$ cat src/rtl/lfr_pkg.sv
package lfr_pkg;

    typedef enum logic [1:0] {
        ST_SLEEP  = 2'd0,
        ST_SETTLE = 2'd1,
        ST_RUN    = 2'd2,
        ST_FAULT  = 2'd3
    } seq_state_e;

    typedef struct packed {
        logic shd;
        logic mod;
        logic shrt;
    } ctl_in_t;

    typedef struct packed {
        logic a_oe;
        logic a_dat;
        logic b_oe;
        logic b_dat;
    } drv_pair_t;

    typedef struct packed {
        logic oe;
        logic dat;
        logic pulldn;
    } rc_pin_t;

    localparam int CTL_W = $bits(ctl_in_t);
    localparam ctl_in_t CTL_RST = '{shd: 1'b1, mod: 1'b0, shrt: 1'b0};

    function automatic logic field_state(input seq_state_e s);
        return (s == ST_SETTLE) || (s == ST_RUN);
    endfunction

    function automatic int cnt_width(input int n);
        return (n > 1) ? $clog2(n + 1) : 1;
    endfunction

endpackage

$ cat src/rtl/lfr_sync.sv
module lfr_sync #(
    parameter int W = 1,
    parameter int STAGES = 2,
    parameter logic [W-1:0] RST_VAL = '0
) (
    input  logic         clk,
    input  logic         rst,
    input  logic [W-1:0] d,
    output logic [W-1:0] q
);
    logic [W-1:0] pipe [STAGES];

    for (genvar g = 0; g < STAGES; g++) begin : g_stage
        if (g == 0) begin : g_first
            always_ff @(posedge clk) begin
                if (rst) pipe[g] <= RST_VAL;
                else     pipe[g] <= d;
            end
        end else begin : g_next
            always_ff @(posedge clk) begin
                if (rst) pipe[g] <= RST_VAL;
                else     pipe[g] <= pipe[g-1];
            end
        end
    end

    assign q = pipe[STAGES-1];
endmodule

$ cat src/rtl/lfr_fsm.sv
module lfr_fsm
    import lfr_pkg::*;
#(
    parameter int SETTLE_TICKS = 3125
) (
    input  logic       clk,
    input  logic       rst,
    input  logic       tick,
    input  logic       shd,
    input  logic       shrt,
    output seq_state_e state,
    output logic       keep_field
);
    localparam int CW = cnt_width(SETTLE_TICKS);
    localparam logic [CW-1:0] LAST = CW'(SETTLE_TICKS - 1);

    seq_state_e    nxt;
    logic [CW-1:0] cnt_q;

    always_comb begin
        nxt = state;
        if (shd) begin
            nxt = ST_SLEEP;
        end else begin
            unique case (state)
                ST_SLEEP:  nxt = ST_SETTLE;
                ST_SETTLE: begin
                    if (shrt)                      nxt = ST_FAULT;
                    else if (tick && cnt_q == LAST) nxt = ST_RUN;
                end
                ST_RUN:    if (shrt) nxt = ST_FAULT;
                ST_FAULT:  nxt = ST_FAULT;
                default:   nxt = ST_SLEEP;
            endcase
        end
    end

    always_ff @(posedge clk) begin
        if (rst) begin
            state <= ST_SLEEP;
            cnt_q <= '0;
        end else begin
            state <= nxt;
            if (state == ST_SETTLE && nxt == ST_SETTLE)
                cnt_q <= tick ? cnt_q + 1'b1 : cnt_q;
            else
                cnt_q <= '0;
        end
    end

    assign keep_field = field_state(state) && !shd && !shrt;
endmodule

$ cat src/rtl/lfr_gate.sv
module lfr_gate
    import lfr_pkg::*;
#(
    parameter int REL_TICKS = 41
) (
    input  logic clk,
    input  logic rst,
    input  logic tick,
    input  logic mod,
    input  logic keep_field,
    output logic gate_off,
    output logic hold
);
    localparam int RW = cnt_width(REL_TICKS);
    localparam logic [RW-1:0] RELOAD = RW'(REL_TICKS);

    logic [RW-1:0] rel_q;

    always_ff @(posedge clk) begin
        if (rst || !keep_field) begin
            gate_off <= 1'b0;
            rel_q    <= '0;
        end else begin
            if (tick) gate_off <= mod;
            if (mod)
                rel_q <= RELOAD;
            else if (tick && rel_q != '0)
                rel_q <= rel_q - 1'b1;
        end
    end

    assign hold = (rel_q != '0);
endmodule

$ cat src/rtl/lfr_pins.sv
module lfr_pins
    import lfr_pkg::*;
(
    input  seq_state_e state,
    input  logic       gate_off,
    input  logic       am_single,
    input  logic       car_lvl,
    output drv_pair_t  drv,
    output rc_pin_t    rc,
    output logic       rx_en
);
    logic field_on;

    always_comb begin
        field_on  = field_state(state);
        rx_en     = field_on;
        drv.a_dat = car_lvl;
        drv.b_dat = ~car_lvl;
        drv.a_oe  = field_on && !gate_off;
        drv.b_oe  = field_on && (am_single || !gate_off);
        unique case (state)
            ST_SETTLE: rc = '{oe: 1'b0, dat: 1'b0,    pulldn: 1'b1};
            ST_RUN:    rc = '{oe: 1'b1, dat: car_lvl, pulldn: 1'b0};
            default:   rc = '{oe: 1'b1, dat: 1'b0,    pulldn: 1'b0};
        endcase
    end
endmodule

$ cat src/rtl/lfr_carrier_seq.sv
module lfr_carrier_seq
    import lfr_pkg::*;
#(
    parameter int SETTLE_TICKS = 3125,
    parameter int REL_TICKS = 41,
    parameter int SYNC_STAGES = 2
) (
    input  logic clk,
    input  logic rst,
    input  logic car_lvl,
    input  logic car_tick,
    input  logic sleep_req,
    input  logic mod_req,
    input  logic short_flag,
    input  logic am_single,
    output logic ant_a_oe,
    output logic ant_a_dat,
    output logic ant_b_oe,
    output logic ant_b_dat,
    output logic rc_oe,
    output logic rc_dat,
    output logic rc_pulldn,
    output logic rx_en,
    output logic rx_hold
);
    ctl_in_t    ctl_raw, ctl_s;
    seq_state_e state;
    logic       keep_field, gate_off;
    logic       shd_s, mod_s, shrt_s;
    drv_pair_t  drv;
    rc_pin_t    rc;

    assign ctl_raw = '{shd: sleep_req, mod: mod_req, shrt: short_flag};

    lfr_sync #(.W(CTL_W), .STAGES(SYNC_STAGES), .RST_VAL(CTL_RST)) u_sync (
        .clk(clk), .rst(rst), .d(ctl_raw), .q(ctl_s)
    );

    assign shd_s  = ctl_s.shd;
    assign mod_s  = ctl_s.mod;
    assign shrt_s = ctl_s.shrt;

    lfr_fsm #(.SETTLE_TICKS(SETTLE_TICKS)) u_fsm (
        .clk(clk), .rst(rst), .tick(car_tick), .shd(shd_s), .shrt(shrt_s),
        .state(state), .keep_field(keep_field)
    );

    lfr_gate #(.REL_TICKS(REL_TICKS)) u_gate (
        .clk(clk), .rst(rst), .tick(car_tick), .mod(mod_s),
        .keep_field(keep_field), .gate_off(gate_off), .hold(rx_hold)
    );

    lfr_pins u_pins (
        .state(state), .gate_off(gate_off), .am_single(am_single),
        .car_lvl(car_lvl), .drv(drv), .rc(rc), .rx_en(rx_en)
    );

    assign ant_a_oe  = drv.a_oe;
    assign ant_a_dat = drv.a_dat;
    assign ant_b_oe  = drv.b_oe;
    assign ant_b_dat = drv.b_dat;
    assign rc_oe     = rc.oe;
    assign rc_dat    = rc.dat;
    assign rc_pulldn = rc.pulldn;
endmodule

$ cat config.mk
export PLATFORM = sky130hd
export DESIGN_NAME = lfr_carrier_seq
export DESIGN_NICKNAME = d
export VERILOG_FILES = /design/src/rtl/lfr_pkg.sv /design/src/rtl/lfr_sync.sv /design/src/rtl/lfr_fsm.sv /design/src/rtl/lfr_gate.sv /design/src/rtl/lfr_pins.sv /design/src/rtl/lfr_carrier_seq.sv
export SDC_FILE = /design/constraint.sdc
export NUM_CORES = 1
export LEC_CHECK = 0
export BUFFER_PORTS_ARGS = -buffer_cell sky130_fd_sc_hd__buf_2
export CORE_MARGIN = 2
export CORE_UTILIZATION = 35
export DETAILED_ROUTE_END_ITERATION = 6
export PLACE_DENSITY_LB_ADDON = 0.15
export REMOVE_ABC_BUFFERS = 1
export SYNTH_ARGS = -nofsm -noshare
export SYNTH_HDL_FRONTEND = slang
export SYNTH_SLANG_ARGS = --single-unit
$ cat constraint.sdc
create_clock -name clk -period 2.8 [get_ports clk]
set_input_delay 0.28 -clock clk [delete_from_list [all_inputs] [get_ports clk]]
set_output_delay 0.28 -clock clk [all_outputs]
set_load 0.01 [all_outputs]
# After elaboration in Yosys (flattened, before gate mapping)
# Memories as Yosys holds them, arrays and structs flattened.
# Cells that the tools add are included.
[totals]
reg_bits = 21
mem_bits_rw = 6
in_bits = 8
output_inout_bits = 9
word_cells = 49
memories = 1
[op_classes]
n_addsub = 2
eq_ne = 5
n_mux = 13
n_bitwise = 4
reduce_logical = 19
[mem_list]
columns = ["name", "depth", "word_bits", "read_ports", "rd_clocked_by_memory_dff", "write_ports", "line_no", "rtl"]
rows = [
  ["u_sync.pipe", 2, 3, 2, 0, 2, "lfr_sync.sv:11", "logic [W-1:0] pipe [STAGES];"],
]
[ops]
columns = ["cell", "n"]
rows = [
  ["$add A12 B1 Y12 const B", 1],
  ["$eq A12 B12 Y1 const B", 1],
  ["$mux W6", 2],
  ["$mux W2", 4],
  ["$pmux W2 S4", 1],
  ["$logic_and A1 B1 Y1", 7],
  ["$mux W3", 2],
  ["$pmux W3 S2", 1],
  ["$reduce_bool A6 Y1", 1],
  ["$sub A6 B1 Y6 const B", 1],
  ["$eq A2 B1 Y1 const B", 2],
  ["$eq A2 B2 Y1 const B", 2],
  ["$logic_not A1 Y1", 4],
  ["$reduce_or A2 Y1", 2],
  ["$logic_or A1 B1 Y1", 3],
  ["$mux W1", 3],
  ["$logic_not A2 Y1", 1],
  ["$not A1 Y1", 2],
  ["$or A1 B1 Y1", 2],
  ["$reduce_bool A2 Y1", 1],
]

# Depth between registers and ports, before layout
[depth]
ltp_word = 10
ltp_mapped = 7
ltp_nobuf = 6

# Hierarchy
# From an unflattened synthesis, not the netlist that was laid out.
[unflattened]
cells_unflattened = 157
hier_area_um2 = 1461.4
[modules_own_cells]
columns = ["module", "instances", "cells_per_inst", "area_each_um2", "seq_area_each_um2"]
rows = [
  ["lfr_fsm", 1, 87, 812.0, 280.3],
  ["lfr_gate", 1, 45, 409.1, 140.1],
  ["lfr_sync", 1, 12, 157.7, 120.1],
  ["lfr_pins", 1, 13, 82.6, 0.0],
]

# Least setup slack after synthesis
# OpenSTA, ideal clock, no wires.
[synth_path]
path_kind = "reg2reg"
from = "register u_fsm.state[0]"
to = "register u_fsm.cnt_q[0]"
setup_time_ns = 0.119
arrival_ns = 1.531
slack_ns = 1.150
path_stages_with_launch = 8
synth_period_minus_slack_ns = 1.650
cell_sequence = "dfxtp_1 inv_1 ha_1 nor4_1 a41oi_2 nand3_1 buf_2 nor3_1"
[synth_via]
elab_chain_len = 8
elab_cells_between_ends = 13
[synth_lines]
columns = ["element", "line_no", "rtl"]
rows = [
  ["start: declaration", "lfr_fsm.sv:11", "output seq_state_e state,"],
  ["start signal: assignment", "lfr_fsm.sv:43", "state <= nxt;"],
  ["$mux W2", "lfr_fsm.sv:29", "else if (tick && cnt_q == LAST) nxt = ST_RUN;"],
  ["$mux W2", "lfr_fsm.sv:28", "if (shrt) nxt = ST_FAULT;"],
  ["$pmux W2 S4", "lfr_fsm.sv:25", "unique case (state)"],
  ["$mux W2", "lfr_fsm.sv:22", "if (shd) begin"],
  ["$eq A2 B1 Y1", "lfr_fsm.sv:44", "if (state == ST_SETTLE && nxt == ST_SETTLE)"],
  ["$logic_and A1 B1 Y1 *", "lfr_fsm.sv:44", ""],
  ["$not A1 Y1 (no source line) *", "--", ""],
  ["$reduce_or A2 Y1 (no source line) *", "--", ""],
  ["end signal: assignment", "lfr_fsm.sv:45", "cnt_q <= tick ? cnt_q + 1'b1 : cnt_q;"],
  ["end: declaration", "lfr_fsm.sv:18", "logic [CW-1:0] cnt_q;"],
]
# Mark *: on every way between the ends. The rest lies on a longest branch, timed or not.
# A chain may end at the register's enable or synchronous reset.

# Worst setup path after layout
[layout_path]
from = "register u_fsm.state[0]"
to = "register u_fsm.cnt_q[5]"
# The elaborated chain is that of the path after synthesis.

==> summary.txt <==
STA
  • Hold_ws: about 0.19 ns
  • Setup TNS: 0 ns
  • Worst Skew: 0.001835 ns
  • Tcrit/Tclk final: 0.6914
  • RSZ-0062 raised after global routing: no
  • Final min period: 1.936 ns
  • Fmax: approximately 520 MHz
  • Setup violators final: 0
  • Endpoints failing hold: 0
  • Slew of the pin with the lowest slew margin: 0.4850 ns
  • Max Slew Vio Count: 0
  • Max_slew headroom: 0.6758

Floorplanning
  • Placeable Area: around 4000 um2
  • Num ports: 17
  • Die height: about 68 um
  • Row count: 23
  • Initial Utilization: 0.3604
  • DIE AREA: between 4000 and 5000 um2
  • Die Width: 67.95 um

Final layout
  • # fillers: 392
  • FF+latch area: 540.5 um2
  • # diodes: 0
  • Area of the multi-input gates: 807.0 um2
  • P&R area growth vs syn: 10.93%
  • Layout cells sized above 1: 0.2289
  • Final nets: 185

Worst setup path
  • CP Buf/Inv Count: 1
  • Worst setup EP type: flip-flop
  • Arrival time at the worst endpoint: 2.08 ns
  • Crit path from: u_fsm.state[0]
  • Worst setup SP type: flip-flop
  • Worst-path cell chain: inv_1 -> ha_1 -> nor4_1 -> a41oi_2 -> nand3_1 -> nor3_1
  • CP max stage delay: 0.45 ns
  • Worst EP required: between 2 and 3 ns
  • Worst reg-to-reg setup slack: 0.86 ns
  • Reg-to-Reg Start: u_fsm.state[0]
  • Top delay family on crit path: simple AND/OR/NAND/NOR gates
  • CP Max Fanout: 12
  • CP max-delay cell: dfxtp_1
  • CP Class: reg -> reg

Yosys
  • Count leader, synth: dfxtp_1
  • Synthesized area: around 1400 um2
  • Post-synth ARST share: 0
  • Gate Count Post-Synth: 150
  • Commonest cells in the netlist: dfxtp_1, nor3_1, inv_1, nor2_1
  • Mux share of post-synthesis cell area: 0.02098
  • Sequential cell area fraction in the yosys report: 0.3776
  • FF+latch count, synth: 27
  • Post-synthesis compound-gate area fraction: 0.09703
  • Post-synth EDFFs: 0
  • Simple-gate share of the synthesized area: 0.2850
  • Synth area leader: dfxtp_1
  • Post-synth top area share: 0.3776
  • Xor/xnor share of the synthesized area: 0.07343
  • Synthesized-area fraction occupied by adder cells: 0.08741
  • YS warnings: 0
  • Main combinational cell family by area after synthesis: simple AND/OR/NAND/NOR gates
  • Syn_area_per_cell: approximately 9.5 um2
  • Synth cell types: 43
  • Synth top area cells: dfxtp_1, ha_1, xnor2_1
  • Synth Flop Type: dfxtp_1

Drt
  • WL/cell: 11.58 um
  • Pre-antenna DRT Iters: 4
  • Antenna violation net count after detailed routing: 0
  • Routed vias: about 1,100
  • Initial DRC count: 44
  • Drt drc: 0
  • Routed wire length: about 2.5 mm
  • Routed vias/inst: 4.977

Clocking
  • CTS tree: yes
  • H-tree Lvls: 1
  • Worst-path clk slew: 0.09 ns
  • Clock latency on the worst-skew pair: 0.27 ns
  • # hold bufs at CTS: 0
  • TritonCTS Buffers: 3
  • CTS resizes: 0
  • Root buffer cell: clkbuf_8
  • CTS Buffer Depth: 2
  • Clk sinks: 27
  • Setup Fix Bufs, Post-CTS: 0

GRT
  • Tot GR Track Use: 0.1281
  • Grt ovf: 0
  • Initial antenna violation count: 0
  • Number of global-route vias before repair: roughly 1,000
  • First-pass GRT wire length: around 4.5 mm
  • Largest net degree at the start of global routing: 17

Hold path
  • Hold path start: sleep_req
  • Worst min path class: in -> reg

Flow run
  • Number of max-cap violations: 0

Place
  • Port Buffers: 16
  • Routability cong.: 0.7689
  • Detailed placer's ending HPWL: 1.916 mm

Run status
  • Status: completed

Power
  • Leak pwr: 0.5700 nW
  • P per Cell Area: 405.7 nW/um2
  • VDD IR-drop max: 0.0002487 V
[final timing paths]
path	endpoint	cells after the start
min	u_sync.pipe[0][2]	2
min reg2reg	u_sync.pipe[1][2]	1
max	u_fsm.cnt_q[5]	6
max reg2reg	u_fsm.cnt_q[5]	6
[report_power, final]
| part | leakage, nW | switching [W] | internal [W] |
|---|---|---|---|
| clock | 0.0217 | 0.000122 | 0.000101 |
| sequential | 0.219 | 0.00000271 | 0.000388 |
| combinational | 0.329 | 0.0000158 | 0.0000142 |
[kinds of logic after synthesis]
family                     after synthesis
AOI/OAI and AO/OA                       17
xor gates and xnor gates                12
adders and majority gates               10
buffers and inverters                   17
DFF                                     27
muxes                                    3
and+or+nand+nor                         64
[per-layer routing]
metal / vias up / routed length [um] / GRT usage / share of wire
met1: 501 / 1314 / 0.1857 / 0.53
met3: 2 / 109 / 0.02467 / 0.044
met5: - / 0 / 0 / 0
li1: 553 / - / - / -
met2: 19 / 1058 / 0.1881 / 0.42
met4: 0 / 19 / 0.04500 / 0.0076
[worst reg2reg max path, stage by stage (launching register included)]
cell	delay, ns
dfxtp_1	0.45
inv_1	0.11
ha_1	0.26
nor4_1	0.34
a41oi_2	0.17
nand3_1	0.38
nor3_1	0.10
[metrics by stage]
stage | total power (W) | util | std cells | setup WS [ns] | instance area [um2]
final | 0.0006441 | 0.3998 | 216 | 0.8640 | 1588
after global routing | 0.0006714 | 0.3998 | 216 | 0.6674 | 1588
after CTS | 0.0006519 | 0.3998 | 216 | 0.8525 | 1588
after detailed placement | 0.0004305 | 0.3875 | 212 | 0.8512 | 1539
after global placement | 0.0004294 | 0.3875 | 212 | 0.9876 | 1539
after floorplan | 0.0004149 | - | 146 | 1.149 | 1396
[placed cells by master, fill, tap and decap left out, drive strengths merged, types with 2 or more instances in the layout]
master,instances
inv,13
xnor2,10
xor2,2
mux2i,3
a211oi,3
nor2b,2
buf,16
ha,10
a21oi,5
nor3,16
or3b,2
dfxtp,27
or2,3
o21ai,2
nor2,11
a21boi,3
and2b,4
clkbuf,3
nand2,7
nand3,4
nand4,5
nor4,2
[final cells by class]
class                   instances  share of cell area
clock buffers                   3             0.02600
clock inverters                 1            0.004728
multi-input cells             106              0.5083
inverters                      13             0.03073
flip-flops and latches         27              0.3404
well taps                      50             0.03940
repair buffers                 16             0.05043
[sequential cells by signal (all words and copies together), names as in the netlist]
register,flops
u_sync.pipe,6
u_gate.rel_q,6
u_gate.gate_off,1
u_fsm.state,2
u_fsm.cnt_q,12
Note: power is estimated with default switching activity, not from simulation.
